**src/rtl/vuart_pkg.sv**
```systemverilog
package vuart_pkg;
  // Index of each receiver state inside the packed state-vector array
  typedef enum logic [2:0] {
    S_WAIT = 3'd0,  // idle, looking for a start level
    S_CONF = 3'd1,  // start level seen once, confirming
    S_IGN1 = 3'd2,  // first spacing tick
    S_IGN2 = 3'd3,  // second spacing tick
    S_SAMP = 3'd4,  // mid-bit data sample
    S_STOP = 3'd5   // stop bit check
  } vstate_e;

  localparam int NUM_ST = 6;
endpackage

```
**src/rtl/vuart_sync.sv**
```systemverilog
module vuart_sync #(
  parameter int NCH    = 8,
  parameter int STAGES = 2,
  parameter bit INVERT = 1'b1
) (
  input  logic           clk,
  input  logic           rst,
  input  logic [NCH-1:0] line_i,
  output logic [NCH-1:0] din_o
);
  logic [STAGES-1:0][NCH-1:0] pipe;

  // Pins reset to 0, which is the idle level on inverted-polarity lines
  always_ff @(posedge clk) begin
    if (rst) pipe <= '0;
    else     pipe <= {pipe[STAGES-2:0], line_i};
  end

  generate
    if (INVERT) begin : g_inv
      assign din_o = ~pipe[STAGES-1];
    end else begin : g_pass
      assign din_o = pipe[STAGES-1];
    end
  endgenerate
endmodule

```
**src/rtl/vuart_state.sv**
```systemverilog
module vuart_state
  import vuart_pkg::*;
#(
  parameter int NCH = 8
) (
  input  logic                         clk,
  input  logic                         rst,
  input  logic                         tick,
  input  logic [NCH-1:0]               din,
  input  logic [NCH-1:0]               full,
  output logic [NUM_ST-1:0][NCH-1:0]   st_q
);
  logic [NUM_ST-1:0][NCH-1:0] st_d;

  // All six vectors are computed from the current-tick values
  always_comb begin
    st_d[S_WAIT] = ((st_q[S_WAIT] | st_q[S_CONF]) & din) | st_q[S_STOP];
    st_d[S_CONF] = st_q[S_WAIT] & ~din;
    st_d[S_IGN1] = (st_q[S_CONF] & ~din) | st_q[S_SAMP];
    st_d[S_IGN2] = st_q[S_IGN1];
    st_d[S_SAMP] = st_q[S_IGN2] & ~full;
    st_d[S_STOP] = st_q[S_IGN2] & full;
  end

  always_ff @(posedge clk) begin
    if (rst) begin
      st_q         <= '0;
      st_q[S_WAIT] <= '1;
    end else if (tick) begin
      st_q <= st_d;
    end
  end
endmodule

```
**src/rtl/vuart_shreg.sv**
```systemverilog
module vuart_shreg #(
  parameter int NCH = 8,
  parameter int DW  = 8
) (
  input  logic              clk,
  input  logic              rst,
  input  logic              tick,
  input  logic [NCH-1:0]    samp,
  input  logic [NCH-1:0]    din,
  input  logic [NCH-1:0]    ack,
  output logic [NCH*DW-1:0] data_o,
  output logic [NCH-1:0]    carry_o
);
  localparam logic [DW-1:0] MARK = {1'b1, {(DW-1){1'b0}}};

  generate
    for (genvar c = 0; c < NCH; c++) begin : g_ch
      logic [DW-1:0] sr_q;
      logic [DW-1:0] base;
      logic          shift;

      assign base  = ack[c] ? MARK : sr_q;
      assign shift = tick & samp[c];
      // The bit leaving position 0 on a shift reports the marker dropping out
      assign carry_o[c] = shift & base[0];
      assign data_o[c*DW +: DW] = sr_q;

      always_ff @(posedge clk) begin
        if (rst)        sr_q <= MARK;
        else if (shift) sr_q <= {din[c], base[DW-1:1]};
        else if (ack[c]) sr_q <= MARK;
      end
    end
  endgenerate
endmodule

```
**src/rtl/vuart_flags.sv**
```systemverilog
module vuart_flags #(
  parameter int NCH = 8
) (
  input  logic           clk,
  input  logic           rst,
  input  logic           tick,
  input  logic [NCH-1:0] din,
  input  logic [NCH-1:0] st_samp,
  input  logic [NCH-1:0] st_ign2,
  input  logic [NCH-1:0] st_stop,
  input  logic [NCH-1:0] carry,
  input  logic [NCH-1:0] ack,
  output logic [NCH-1:0] full_q,
  output logic [NCH-1:0] rdy_q,
  output logic [NCH-1:0] ferr_q,
  output logic [NCH-1:0] oerr_q
);
  logic [NCH-1:0] tvec;
  logic [NCH-1:0] set_rdy;
  logic [NCH-1:0] set_fe;
  logic [NCH-1:0] set_oe;

  assign tvec    = {NCH{tick}};
  assign set_rdy = tvec & st_stop;
  assign set_fe  = tvec & st_stop & ~din;
  assign set_oe  = tvec & st_samp & rdy_q;

  always_ff @(posedge clk) begin
    if (rst) begin
      full_q <= '0;
      rdy_q  <= '0;
      ferr_q <= '0;
      oerr_q <= '0;
    end else begin
      if (tick) full_q <= (full_q | carry) & ~st_ign2;
      rdy_q  <= (rdy_q  & ~ack) | set_rdy;
      ferr_q <= (ferr_q & ~ack) | set_fe;
      oerr_q <= (oerr_q & ~ack) | set_oe;
    end
  end
endmodule

```
**src/rtl/vuart_rx.sv**
```systemverilog
module vuart_rx
  import vuart_pkg::*;
#(
  parameter int NCH = 8,
  parameter int DW  = 8
) (
  input  logic              clk,
  input  logic              rst,
  input  logic              tick,
  input  logic [NCH-1:0]    line_i,
  input  logic [NCH-1:0]    ack_i,
  output logic [NCH*DW-1:0] byte_o,
  output logic [NCH-1:0]    rdy_o,
  output logic [NCH-1:0]    ferr_o,
  output logic [NCH-1:0]    oerr_o
);
  logic [NCH-1:0]             din;
  logic [NCH-1:0]             full;
  logic [NCH-1:0]             carry;
  logic [NUM_ST-1:0][NCH-1:0] st_vec;

  vuart_sync #(.NCH(NCH), .STAGES(2), .INVERT(1'b1)) u_sync (
    .clk(clk), .rst(rst), .line_i(line_i), .din_o(din)
  );

  vuart_state #(.NCH(NCH)) u_state (
    .clk(clk), .rst(rst), .tick(tick), .din(din), .full(full), .st_q(st_vec)
  );

  vuart_shreg #(.NCH(NCH), .DW(DW)) u_shreg (
    .clk(clk), .rst(rst), .tick(tick), .samp(st_vec[S_SAMP]), .din(din),
    .ack(ack_i), .data_o(byte_o), .carry_o(carry)
  );

  vuart_flags #(.NCH(NCH)) u_flags (
    .clk(clk), .rst(rst), .tick(tick), .din(din),
    .st_samp(st_vec[S_SAMP]), .st_ign2(st_vec[S_IGN2]), .st_stop(st_vec[S_STOP]),
    .carry(carry), .ack(ack_i), .full_q(full), .rdy_q(rdy_o),
    .ferr_q(ferr_o), .oerr_q(oerr_o)
  );
endmodule

```
**config.mk**
```make
export PLATFORM = sky130hd
export DESIGN_NAME = vuart_rx
export DESIGN_NICKNAME = d
export VERILOG_FILES = /design/src/rtl/vuart_pkg.sv /design/src/rtl/vuart_sync.sv /design/src/rtl/vuart_state.sv /design/src/rtl/vuart_shreg.sv /design/src/rtl/vuart_flags.sv /design/src/rtl/vuart_rx.sv
export SDC_FILE = /design/constraint.sdc
export NUM_CORES = 1
export LEC_CHECK = 0
export CORE_ASPECT_RATIO = 0.5
export CORE_MARGIN = 3
export CORE_UTILIZATION = 57
export CTS_CLUSTER_SIZE = 20
export DETAILED_ROUTE_END_ITERATION = 16
export PLACE_DENSITY_LB_ADDON = 0.12
export SLEW_MARGIN = 40
export SYNTH_ARGS = -nofsm -noshare
export SYNTH_HDL_FRONTEND = slang
export SYNTH_HIERARCHICAL = 1
export SYNTH_SLANG_ARGS = --single-unit
```
**constraint.sdc**
```tcl
create_clock -name clk -period 2 [get_ports clk]
set_clock_uncertainty 0.05 [all_clocks]
set_input_delay 0.2 -clock clk [delete_from_list [all_inputs] [get_ports clk]]
set_output_delay 0.2 -clock clk [all_outputs]
set_load 0.01 [all_outputs]
```
=== Word-level counts from Yosys, hierarchy flattened ===
Index checks and enable logic that the tools add are counted.

* Output and inout bits: 88
* Logic and storage cells: 77
* Input bits: 19
* Register bits after elaboration: 160

* Bitwise gates (word level): 41
* Mux-type cells: 16

{| class="wikitable"
|+ Operator list
! cell !! number
|-
| $mux W8 || 16
|-
| $and A8 B8 Y8 || 13
|-
| $or A8 B8 Y8 || 7
|-
| $not A8 Y8 || 5
|-
| $and A1 B1 Y1 || 16
|}

=== Longest topological paths before layout ===
* Depth in word-level cells: 4
* Gate-level depth with buffers: 6
* Mapped depth without buffers: 4

=== Modules after synthesis ===
The synthesis kept the hierarchy.

{| class="wikitable"
|+ By module, submodules not included
! module !! instances !! sequential area each (um^2) !! cells each !! area each (um^2)
|-
| vuart_shreg || 1 || 1281.2 || 306 || 2775.2
|-
| vuart_state || 1 || 960.9 || 224 || 1889.3
|-
| vuart_flags || 1 || 640.6 || 119 || 1171.1
|-
| vuart_sync || 1 || 320.3 || 41 || 494.2
|}

=== Least setup slack after synthesis ===
OpenSTA, ideal clock, no wires.

* Path kind: register to register
* Start: register u_state/st_q[33] (netlist name)
* End: register u_flags.full_q[1]
* Period minus slack after synthesis: 1.184 ns
* Arrival: 1.048 ns
* Data required time: 1.864 ns
* Path buffers: 1
* Stages on the path, launching flop included: 6
* Setup time: 0.086 ns
* Path slack: 0.816 ns
* Cells stage by stage: dfxtp_1 -> buf_2 -> nand2_2 -> nor3b_1 -> a21oi_1 -> a211oi_1

* Longest elaborated chain between the ends: 4

{| class="wikitable"
|+ RTL lines
! item !! line !! text
|-
| from (decl) || vuart_state.sv:11 || <nowiki>output logic [NUM_ST-1:0][NCH-1:0] st_q</nowiki>
|-
| from (signal assigned) || vuart_state.sv:30 || <nowiki>st_q <= st_d;</nowiki>
|-
| $and A1 B1 Y1 || vuart_shreg.sv:23 || <nowiki>assign shift = tick & samp[c];</nowiki>
|-
| $and A1 B1 Y1 || vuart_shreg.sv:25 || <nowiki>assign carry_o[c] = shift & base[0];</nowiki>
|-
| net carry[1] || vuart_rx.sv:19 || <nowiki>logic [NCH-1:0] carry;</nowiki>
|-
| $or A8 B8 Y8 || vuart_flags.sv:35 || <nowiki>if (tick) full_q <= (full_q | carry) & ~st_ign2;</nowiki>
|-
| $and A8 B8 Y8 || vuart_flags.sv:35 ||
|-
| to (signal assigned) || vuart_flags.sv:35 ||
|-
| to (decl) || vuart_flags.sv:13 || <nowiki>output logic [NCH-1:0] full_q,</nowiki>
|}

The timed path passes the listed nets, and every way through them passes these cells.
A chain may end at the register's enable or synchronous reset.

=== Final worst setup path ===
* Start: register u_shreg.g_ch[2].sr_q[4]
* End: output port byte_o[20]

{| class="wikitable"
|+ RTL lines
! item !! line !! text
|-
| from (decl) || vuart_shreg.sv:18 || <nowiki>logic [DW-1:0] sr_q;</nowiki>
|-
| from (signal assigned) || vuart_shreg.sv:30 || <nowiki>else if (shift) sr_q <= {din[c], base[DW-1:1]};</nowiki>
|-
| to (decl) || vuart_rx.sv:12 || <nowiki>output logic [NCH*DW-1:0] byte_o,</nowiki>
|}

No word-level cell between the ends.

==> flow_summary.json <==
{
  "synth_area_per_cell_um2": 9.19,
  "cts_resized": 0,
  "relSlewSlack_pct": 62.7,
  "r2r_cells": 4,
  "antenna_found_initial": 0,
  "min_from": "tick",
  "ir_drop_mv": 0.589,
  "drive_gt1_share_pct": 13.4,
  "cp.required_ns": 1.75,
  "nets": 796,
  "slowest_stage": "clkdlybuf4s50_1",
  "clkSinkCount": 160,
  "max_stage_delay_ns": 0.60,
  "numCtsBuffers": 17,
  "finalSetupViolCount": 0,
  "fmax_mhz": 600,
  "status": "complete, no violations",
  "gp_congestion": 0.815,
  "crit_type": "reg2out",
  "min_period_ns": 1.67,
  "end_kind": "output pin",
  "start_kind": "flip-flop",
  "grt_pass1_vias": 4619,
  "seq_area_um2": 3200,
  "cts_setup_buffers": 0,
  "grt_start_max_net_pins": 64,
  "netSwitchingPower_mw": 1.54,
  "clockBufferDepth": 2,
  "postLayoutCellArea_um2": 7940,
  "drc": 0,
  "detail_route.wl_per_cell_um": 17.2,
  "coreArea_um2": 10400,
  "slew_violations": 0,
  "grt_use_total_pct": 25.9,
  "worstReg2RegStart": "u_state/st_q[39]",
  "crit_fanout": 3,
  "path_cells": "clkdlybuf4s50_1",
  "rsz0062_at_grt": "false",
  "die_width_um": 154,
  "p_clk_share_pct": 47.2,
  "avgViaCountPerCell": 5.71,
  "p_int_mw": 5.22,
  "area_growth_pct": 26.7,
  "p_seq_share_pct": 48.2,
  "dpl_cell_area_um2": 7360,
  "critPathTopFamily": "buffers and inverters",
  "p_comb_share_pct": 4.6,
  "wl_mm": 16.0,
  "cp.arrival_ns": 1.42,
  "first_pass_iters": 8,
  "postCtsHoldBufs": 0,
  "postRouteAntennaNets": 0,
  "netlist_instances": 682,
  "pin_count": 107,
  "power_density_nw_per_um2": 851,
  "maxCapViolations": 0,
  "vias": 5308,
  "crit_buf_inv": 1,
  "root_buffer": "clkbuf_16",
  "hpwl_mm": 10.7,
  "hold_path_class": "in2reg",
  "p_sw_share_pct": 22.8,
  "synth_nets": 701,
  "htreeDepth": 4,
  "fin_tns_setup_ns": 0,
  "drt_iter0_drc": 454,
  "worst_hold_slack_ns": 0.138,
  "gr-total-overflow": 0,
  "layout_commonest_cell": "dfxtp_1",
  "place.port_buffers": 106,
  "diodes": 0,
  "initial_core_util_pct": 60.0,
  "die-area_um2": 12400,
  "min_to": "u_shreg/g_ch[7].sr_q[5]",
  "multi_input_area_um2": 2680,
  "clk_pin_slew_worst_paths_ns": 0.07,
  "hold_depth": 3,
  "tightest_slew_ns": 0.560,
  "cts_tree": "built",
  "clock_latency_ns": 0.42,
  "syn_area_um2": 6270,
  "grt_first_pass_wirelength_mm": 25.1,
  "die_y_um": 80.2,
  "r2r_end": "u_flags/full_q[7]",
  "rows": 26,
  "layout_common_cells": "dfxtp_1 (160), clkdlybuf4s50_1 (104), a21oi_1 (102)",
  "finalCritPeriodShare_pct": 83.3,
  "yosys_warnings": 6,
  "nFillCells": 743,
  "reg2reg_slack_ns": 0.41,
  "finalHoldViolations": 0,
  "p_leak_nw": 2.62
}
-- sequential cells by signal, summed over array words and instances, names as in the netlist --
| register | cells |
|---|---|
| u_flags/ferr_q | 8 |
| u_flags/full_q | 8 |
| u_flags/oerr_q | 8 |
| u_flags/rdy_q | 8 |
| u_shreg/g_ch.sr_q | 64 |
| u_state/st_q | 48 |
| u_sync/pipe | 16 |
-- power by group through the flow --
stage / clock network, mW / logic [mW] / registers (mW)
2_1_floorplan: 0 / 0.226 / 3.32
3_3_place_gp: 0 / 0.300 / 3.32
3_5_place_dp: 0 / 0.306 / 3.33
4_1_cts: 3.22 / 0.309 / 3.26
5_1_grt: 3.37 / 0.339 / 3.26
6_report: 3.19 / 0.312 / 3.26
-- how the worst max path moves through the flow --
stage                            start                 endpoint  slack, ns  cells after the start
2_1_floorplan         u_state/st_q[33]        u_flags/full_q[1]       0.82                      5
3_3_place_gp                  ack_i[5]  u_shreg/g_ch[5].sr_q[1]       0.49                      3
3_5_place_dp                  ack_i[6]  u_shreg/g_ch[6].sr_q[4]       0.42                      3
6_report       u_shreg/g_ch[2].sr_q[4]               byte_o[20]       0.33                      1
5_1_grt               u_state/st_q[39]        u_flags/full_q[7]       0.24                      4
4_1_cts        u_shreg/g_ch[1].sr_q[7]               byte_o[15]       0.32                      1
-- layout make-up --
| type | count | area share [%] |
|---|---|---|
| sequential | 160 | 40.3 |
| multi-input combinational | 456 | 33.7 |
| timing repair buffer | 125 | 15.6 |
| clock buffer | 20 | 5.62 |
| tap | 140 | 2.21 |
| clock inverter | 12 | 1.72 |
| inverter | 17 | 0.804 |
-- stage by stage --
stage          setup slack (ns)  power (mW)  util [%]  cells
2_1_floorplan             0.816        3.54         -    682
3_3_place_gp              0.487        3.62      70.5    898
3_5_place_dp              0.418        3.63      70.5    898
4_1_cts                   0.318        6.78      76.0    930
5_1_grt                   0.243        6.97      76.0    930
6_report                  0.334        6.76      76.0    930
-- routing by layer --
metal	share of wire (%)	vias to the layer above	track usage (%)
met2	42	187	37.5
li1	-	2573	-
met5	0	-	0
met1	51	2528	38.4
met4	1.2	0	8.63
met3	6.3	20	5.17
Note: power is estimated with default switching activity, not from simulation.
